`config.mk`:
```
export PLATFORM = sky130hd
export DESIGN_NAME = irq_vector_seq
export DESIGN_NICKNAME = d
export VERILOG_FILES = /design/src/rtl/irq_pkg.sv /design/src/rtl/irq_sync.sv /design/src/rtl/irq_nmi_edge.sv /design/src/rtl/irq_arbiter.sv /design/src/rtl/irq_vector_seq.sv
export SDC_FILE = /design/constraint.sdc
export NUM_CORES = 1
export LEC_CHECK = 0
export BUFFER_PORTS_ARGS = -buffer_cell sky130_fd_sc_hd__buf_2
export CORE_ASPECT_RATIO = 2
export CORE_MARGIN = 2
export CORE_UTILIZATION = 45
export CTS_BUF_LIST = sky130_fd_sc_hd__clkbuf_4
export DETAILED_ROUTE_END_ITERATION = 10
export HOLD_SLACK_MARGIN = 0.15
export PLACE_DENSITY = 0.73
export REMOVE_ABC_BUFFERS = 1
export SLEW_MARGIN = 20
export SYNTH_ARGS = -nofsm -noshare
export SYNTH_HDL_FRONTEND = slang
export SYNTH_SLANG_ARGS = --single-unit
```
`constraint.sdc`:
```
create_clock -name clk -period 2.55 [get_ports clk]
set_input_delay 0.1275 -clock clk [delete_from_list [all_inputs] [get_ports clk]]
set_output_delay 0.1275 -clock clk [all_outputs]
set_load 0.05 [all_outputs]
```
`src/rtl/irq_pkg.sv`:
```
package irq_pkg;
  localparam int TYPE_W  = 8;
  localparam int FLAG_W  = 16;
  localparam int TF_BIT  = 8;
  localparam int IF_BIT  = 9;
  localparam int OF_BIT  = 11;

  localparam logic [TYPE_W-1:0] T_STEP = 8'd1;
  localparam logic [TYPE_W-1:0] T_NMI  = 8'd2;
  localparam logic [TYPE_W-1:0] T_BRK  = 8'd3;
  localparam logic [TYPE_W-1:0] T_OVF  = 8'd4;

  localparam logic [1:0] K_NUM = 2'd0;
  localparam logic [1:0] K_BRK = 2'd1;
  localparam logic [1:0] K_OVF = 2'd2;

  typedef enum logic [1:0] {SRC_SW, SRC_NMI, SRC_INTR, SRC_STEP} src_e;
  typedef enum logic [1:0] {ST_IDLE, ST_ACK, ST_PUSH, ST_VEC} state_e;
endpackage

```
`src/rtl/irq_sync.sv`:
```
module irq_sync #(
  parameter int STAGES = 2,
  parameter int W      = 1
) (
  input  logic         clk,
  input  logic         rst,
  input  logic [W-1:0] d,
  output logic [W-1:0] q
);
  logic [W-1:0] stage [STAGES];

  for (genvar g = 0; g < STAGES; g++) begin : g_stage
    always_ff @(posedge clk) begin
      if (rst) stage[g] <= '0;
      else if (g == 0) stage[g] <= d;
      else stage[g] <= stage[(g == 0) ? 0 : g-1];
    end
  end

  assign q = stage[STAGES-1];
endmodule

```
`src/rtl/irq_nmi_edge.sv`:
```
module irq_nmi_edge (
  input  logic clk,
  input  logic rst,
  input  logic lvl,
  input  logic clr,
  output logic pend
);
  logic prev;

  always_ff @(posedge clk) begin
    if (rst) begin
      prev <= 1'b0;
      pend <= 1'b0;
    end else begin
      prev <= lvl;
      if (lvl && !prev) pend <= 1'b1;
      else if (clr) pend <= 1'b0;
    end
  end
endmodule

```
`src/rtl/irq_arbiter.sv`:
```
module irq_arbiter
  import irq_pkg::*;
(
  input  logic              sw_req,
  input  logic [1:0]        sw_kind,
  input  logic [TYPE_W-1:0] sw_type,
  input  logic              nmi_pend,
  input  logic              intr_lvl,
  input  logic [FLAG_W-1:0] flags,
  output logic              take,
  output src_e              src,
  output logic [TYPE_W-1:0] typ
);
  logic              sw_hit;
  logic [TYPE_W-1:0] sw_t;

  always_comb begin
    sw_hit = 1'b0;
    sw_t   = sw_type;
    if (sw_req) begin
      case (sw_kind)
        K_NUM: begin sw_hit = 1'b1; sw_t = sw_type; end
        K_BRK: begin sw_hit = 1'b1; sw_t = T_BRK; end
        K_OVF: begin sw_hit = flags[OF_BIT]; sw_t = T_OVF; end
        default: sw_hit = 1'b0;
      endcase
    end
  end

  always_comb begin
    take = 1'b1;
    src  = SRC_SW;
    typ  = sw_t;
    if (sw_hit) begin
      src = SRC_SW;
      typ = sw_t;
    end else if (nmi_pend) begin
      src = SRC_NMI;
      typ = T_NMI;
    end else if (intr_lvl && flags[IF_BIT]) begin
      src = SRC_INTR;
      typ = '0;
    end else if (flags[TF_BIT]) begin
      src = SRC_STEP;
      typ = T_STEP;
    end else begin
      take = 1'b0;
    end
  end
endmodule

```
`src/rtl/irq_vector_seq.sv`:
```
module irq_vector_seq
  import irq_pkg::*;
#(
  parameter int SYNC_STAGES = 2,
  localparam int ADDR_W = TYPE_W + 2
) (
  input  logic              clk,
  input  logic              rst,
  input  logic              boundary,
  input  logic              nmi_in,
  input  logic              intr_in,
  input  logic              sw_req,
  input  logic [1:0]        sw_kind,
  input  logic [TYPE_W-1:0] sw_type,
  input  logic [FLAG_W-1:0] flags_in,
  input  logic              type_valid,
  input  logic [TYPE_W-1:0] type_in,
  output logic              busy,
  output logic              ack,
  output logic              push,
  output logic [FLAG_W-1:0] push_flags,
  output logic              vec_valid,
  output logic [TYPE_W-1:0] vec_type,
  output logic [ADDR_W-1:0] vec_addr,
  output logic [FLAG_W-1:0] new_flags
);
  localparam logic [FLAG_W-1:0] CLR_MASK = ~((FLAG_W'(1) << TF_BIT) | (FLAG_W'(1) << IF_BIT));

  logic [1:0]        req_sync;
  logic              nmi_s, intr_s, nmi_pend, nmi_clr;
  logic              take;
  src_e              src;
  logic [TYPE_W-1:0] arb_type;
  state_e            state;
  logic [TYPE_W-1:0] ent_type;
  logic [FLAG_W-1:0] ent_flags;
  logic              start;

  irq_sync #(.STAGES(SYNC_STAGES), .W(2)) u_sync (
    .clk(clk), .rst(rst), .d({nmi_in, intr_in}), .q(req_sync)
  );
  assign nmi_s  = req_sync[1];
  assign intr_s = req_sync[0];

  irq_nmi_edge u_edge (
    .clk(clk), .rst(rst), .lvl(nmi_s), .clr(nmi_clr), .pend(nmi_pend)
  );

  irq_arbiter u_arb (
    .sw_req(sw_req), .sw_kind(sw_kind), .sw_type(sw_type),
    .nmi_pend(nmi_pend), .intr_lvl(intr_s), .flags(flags_in),
    .take(take), .src(src), .typ(arb_type)
  );

  assign start   = (state == ST_IDLE) && boundary && take;
  assign nmi_clr = start && (src == SRC_NMI);
  assign busy    = (state != ST_IDLE);

  always_ff @(posedge clk) begin
    if (rst) begin
      state      <= ST_IDLE;
      ack        <= 1'b0;
      push       <= 1'b0;
      push_flags <= '0;
      vec_valid  <= 1'b0;
      vec_type   <= '0;
      vec_addr   <= '0;
      new_flags  <= '0;
      ent_type   <= '0;
      ent_flags  <= '0;
    end else begin
      case (state)
        ST_IDLE: begin
          vec_valid <= 1'b0;
          if (start) begin
            ent_flags <= flags_in;
            ent_type  <= arb_type;
            if (src == SRC_INTR) begin
              state <= ST_ACK;
              ack   <= 1'b1;
            end else begin
              state      <= ST_PUSH;
              push       <= 1'b1;
              push_flags <= flags_in;
            end
          end
        end
        ST_ACK: begin
          if (type_valid) begin
            ent_type   <= type_in;
            ack        <= 1'b0;
            state      <= ST_PUSH;
            push       <= 1'b1;
            push_flags <= ent_flags;
          end
        end
        ST_PUSH: begin
          push      <= 1'b0;
          state     <= ST_VEC;
          vec_valid <= 1'b1;
          vec_type  <= ent_type;
          vec_addr  <= {ent_type, 2'b00};
          new_flags <= ent_flags & CLR_MASK;
        end
        default: begin
          vec_valid <= 1'b0;
          state     <= ST_IDLE;
        end
      endcase
    end
  end
endmodule

```
==> metrics.log <==
[metrics] result of the run: completed
[metrics] area share of fa/ha/maj cells after synthesis: 3.560%
[metrics] power after layout: 4.313 mW
[metrics] final count of hold timing violations: 0
[metrics] antenna violations before repair: 2
[metrics] worst hold path cell count: 5
[metrics] count of final setup violators: 0
[metrics] Post CTS Setup Buffer Count: 0
[metrics] leakage component of the power: 1.795 nW
[metrics] count of buffers from port buffering: 90
[metrics] number of search-and-repair iterations in the first detailed-routing pass: 6
[metrics] clock buffer depth: 2
[metrics] routed length per placed instance: 14.15 um
[metrics] flip-flop and latch count after synthesis: 73
[metrics] number of library cell types mapped by synthesis: 39
[metrics] power share of the clock group: 15.7%
[metrics] required time at the worst-slack endpoint: 2.84 ns
[metrics] reg2reg start: state[1]
[metrics] drt total wl: 7823 um
[metrics] number of global-route vias before repair: 2686
[metrics] Worst Min Path Start: sw_type[2]
[metrics] Boundary Pins: 95
[metrics] Global Route Usage Sum: 20.81%
[metrics] Initial Utilization: 45.93%
[metrics] Tcrit/Tclk final: 92.72%
[metrics] simple logic cell fraction of the synthesized area: 15.23%
[metrics] area share of the largest cell type after synthesis: 46.20%
[metrics] Core Box Area: 6887 um2
[metrics] Gate Count Post-Synth: 348
[metrics] max-slew violation count: 0
[metrics] endpoint of the worst hold-timing path: ent_type[2]
[metrics] net count of the finished layout: 508
[metrics] wire length of the first global-routing pass: 12290 um
[metrics] terminus of the critical flop-to-flop path: ent_flags[8]
[metrics] post-synthesis compound-gate area fraction: 15.86%
[metrics] final weighted congestion in routability-driven placement: 0.8261
[metrics] reg2reg setup slack: 0.19 ns
[metrics] Slew @ Worst Pin: 0.8047 ns
[metrics] total clock buffers created by CTS: 9
[metrics] arrival time of data at the critical path endpoint: 2.66 ns
[metrics] Logic pwr share: 48.8%
[metrics] sequential power share: 35.5%
[metrics] leading area contributor after synthesis: sky130_fd_sc_hd__dfxtp_1
[metrics] type of element capturing the critical path: flip-flop
[metrics] Post-route DRC: 0
[metrics] max-slew headroom at the worst pin: 46.35%
[metrics] critical path type: reg -> reg
[metrics] net load switching power: 1.944 mW
[metrics] gr ovfl total: 0
[metrics] kind of path behind the tightest hold check: in -> reg
[metrics] synthesized area divided by synthesized cell count: 9.089 um2
[metrics] combinational family with the most area after synthesis: compound AO/OA/AOI/OAI gates
[metrics] number of H-tree levels: 3
[metrics] fraction of final layout cells with drive strength greater than 1: 25.54%
[metrics] ys flop type: sky130_fd_sc_hd__dfxtp_1
[metrics] fin crit period: 2.364 ns
[metrics] Min Hold Slack: 0.1797 ns
[metrics] total via count in the routed design: 2868
[metrics] CTS root buf: sky130_fd_sc_hd__clkbuf_4
[metrics] Peak supply drop: 0.7081 mV
[metrics] TritonCTS clock tree: built
[metrics] floorplan die width: 63.29 um
[metrics] switching share of power: 45.08%
[metrics] starting DRC count in detailed routing: 109
[metrics] vertical die dimension: 122.6 um
[metrics] max-cap violation count: 0
[metrics] clock transition at the register clock pins on the worst setup and hold paths after CTS: 0.12 ns
[metrics] Fmax achieved: 423.0 MHz
[metrics] depth of the worst register-to-register path: 8
[metrics] unrepaired setup endpoints after global routing: false
[metrics] top cells by area, synth: sky130_fd_sc_hd__dfxtp_1, sky130_fd_sc_hd__mux2i_1, sky130_fd_sc_hd__nor2_1
[metrics] sum of net half-perimeters after detailed placement: 5211 um
[metrics] number of nets with antenna violations after routing: 0
[metrics] TritonCTS sink count: 73
[metrics] synth-to-layout area growth: 29.71%
[metrics] async set or reset register ratio after synthesis: 0%
[metrics] proportion of synthesized chip area in sequential cells: 46.20%
[metrics] parity-gate share of the synthesized area counting xor and xnor cells: 0%
[metrics] internal power contribution: 2.368 mW
[metrics] die area: 7757 um2
[metrics] critical path startpoint category: flip-flop
[metrics] number of warnings reported in the yosys synthesis log: 0
[metrics] total power density per cell area: 1051 nW/um2
[metrics] FP Rows: 43
[metrics] Final Skew: 0.01488 ns
[metrics] largest net degree at the start of global routing: 42
[metrics] cell area after technology mapping: 3163 um2
[metrics] post-detailed-route via-to-cell ratio: 5.186
[metrics] Clk Latency, worst-skew pair: 0.43 ns
[metrics] multiplexer area fraction after synthesis: 12.34%
[metrics] largest driver fanout on the critical path: 16
[metrics] number of enable-type register cells in the synthesized netlist: 0
==> layout by cell type (no fill, tap or decap), drive strengths merged, types with 3 or more instances in the layout <==
| cell | n |
|---|---|
| buf | 96 |
| nor2b | 7 |
| a21o | 4 |
| clkinv | 4 |
| ha | 9 |
| nand2 | 36 |
| nor3 | 8 |
| dfxtp | 73 |
| a31oi | 3 |
| clkbuf | 10 |
| mux2i | 39 |
| dlygate4sd3 | 35 |
| a211oi | 20 |
| a221oi | 8 |
| or2 | 3 |
| conb | 4 |
| a21oi | 24 |
| o21ai | 3 |
| nor2 | 51 |
| nand2b | 3 |
| inv | 7 |
==> power by group through the flow <==
stage | sequential (mW) | combinational (mW) | clock (mW)
finish | 1.53 | 2.10 | 0.679
global placement | 1.55 | 2.02 | 0
CTS | 1.53 | 2.11 | 0.705
global route | 1.56 | 2.27 | 0.751
floorplan | 2.07 | 0.998 | 0
detailed placement | 1.55 | 2.05 | 0
==> Yosys cell counts, types with 2 or more instances <==
library cell	instances
sky130_fd_sc_hd__buf_2	7
sky130_fd_sc_hd__a21o_1	4
sky130_fd_sc_hd__ha_1	9
sky130_fd_sc_hd__inv_1	7
sky130_fd_sc_hd__nor2_1	51
sky130_fd_sc_hd__nand2_1	36
sky130_fd_sc_hd__dfxtp_1	73
sky130_fd_sc_hd__o21ai_0	3
sky130_fd_sc_hd__a221oi_1	7
sky130_fd_sc_hd__nor2b_1	7
sky130_fd_sc_hd__mux2i_1	39
sky130_fd_sc_hd__clkbuf_1	15
sky130_fd_sc_hd__a211oi_1	20
sky130_fd_sc_hd__or2_2	2
sky130_fd_sc_hd__buf_4	12
sky130_fd_sc_hd__a31oi_1	2
sky130_fd_sc_hd__a21oi_1	23
sky130_fd_sc_hd__nand2b_1	3
sky130_fd_sc_hd__nor3_1	8
==> per-stage QoR <==
stage	instance area, um2	TNS (ns)	worst slack (ns)	cells	utilization, %
after floorplan	2989	-6.182	-0.3864	316	-
after global placement	3627	0	0.4850	502	52.67
after detailed placement	3627	0	0.4495	502	52.67
after CTS	4100	0	0.1954	552	59.54
after global routing	4103	0	0.007189	553	59.57
final	4103	0	0.1857	553	59.57
==> area by class of cell <==
type / count / area, um2
fillers: 666 / 2784
repair buffers: 131 / 870.8
clock buffers: 10 / 75.07
flip-flops and latches: 73 / 1461
well taps: 90 / 112.6
multi-input cells: 236 / 1506
clock inverters: 5 / 47.55
diodes: 1 / 2.502
inverters: 7 / 26.28
==> how the worst max path moves through the flow <==
stage               startpoint             end
detailed placement    state[1]  push_flags[10]
global route          state[1]    ent_flags[8]
finish                state[1]    ent_flags[8]
global placement    sw_kind[0]    ent_flags[2]
CTS                   state[1]    ent_flags[8]
floorplan             state[1]   push_flags[0]
==> cells by family after synthesis <==
| group | count (synthesis) |
|---|---|
| AO/OA/AOI/OAI | 71 |
| adder cells (fa/ha/maj) | 9 |
| buffers and inverters | 42 |
| flip-flops | 73 |
| multiplexers | 39 |
| other | 1 |
| AND/OR/NAND/NOR | 113 |
==> registers in the layout, summed over array words and instances (netlist names), 2 cells and up <==
signal / count
ent_flags: 16
vec_type: 8
u_sync.stage: 4
ent_type: 8
push_flags: 16
state: 2
new_flags: 14
==> metal layers <==
metal	wire length [um]	vias to the layer above	global-route usage [%]
li1	-	1416	-
met1	2970	1348	20.71
met2	4196	85	37.90
met3	405	19	5.408
met4	250	0	13.04
met5	0	-	0
==> worst max-delay path: stages, from the launching register on <==
cell and delay (ns):
sky130_fd_sc_hd__dfxtp_1 0.37, sky130_fd_sc_hd__inv_1 0.14, sky130_fd_sc_hd__ha_1 0.40, sky130_fd_sc_hd__nand2_1 0.18, sky130_fd_sc_hd__a21o_1 0.19, sky130_fd_sc_hd__buf_4 0.20
sky130_fd_sc_hd__a32oi_1 0.15, sky130_fd_sc_hd__dlygate4sd3_1 0.57, sky130_fd_sc_hd__nor2_1 0.04
==> what timing repair did <==
item | in CTS | in global routing
endpoints found under the setup margin | 0 | 1
hold buffers | 35 | 0
endpoints found under the hold margin | 43 | 0
resized for setup | 0 | 1
Note: power is estimated with default switching activity, not from simulation.
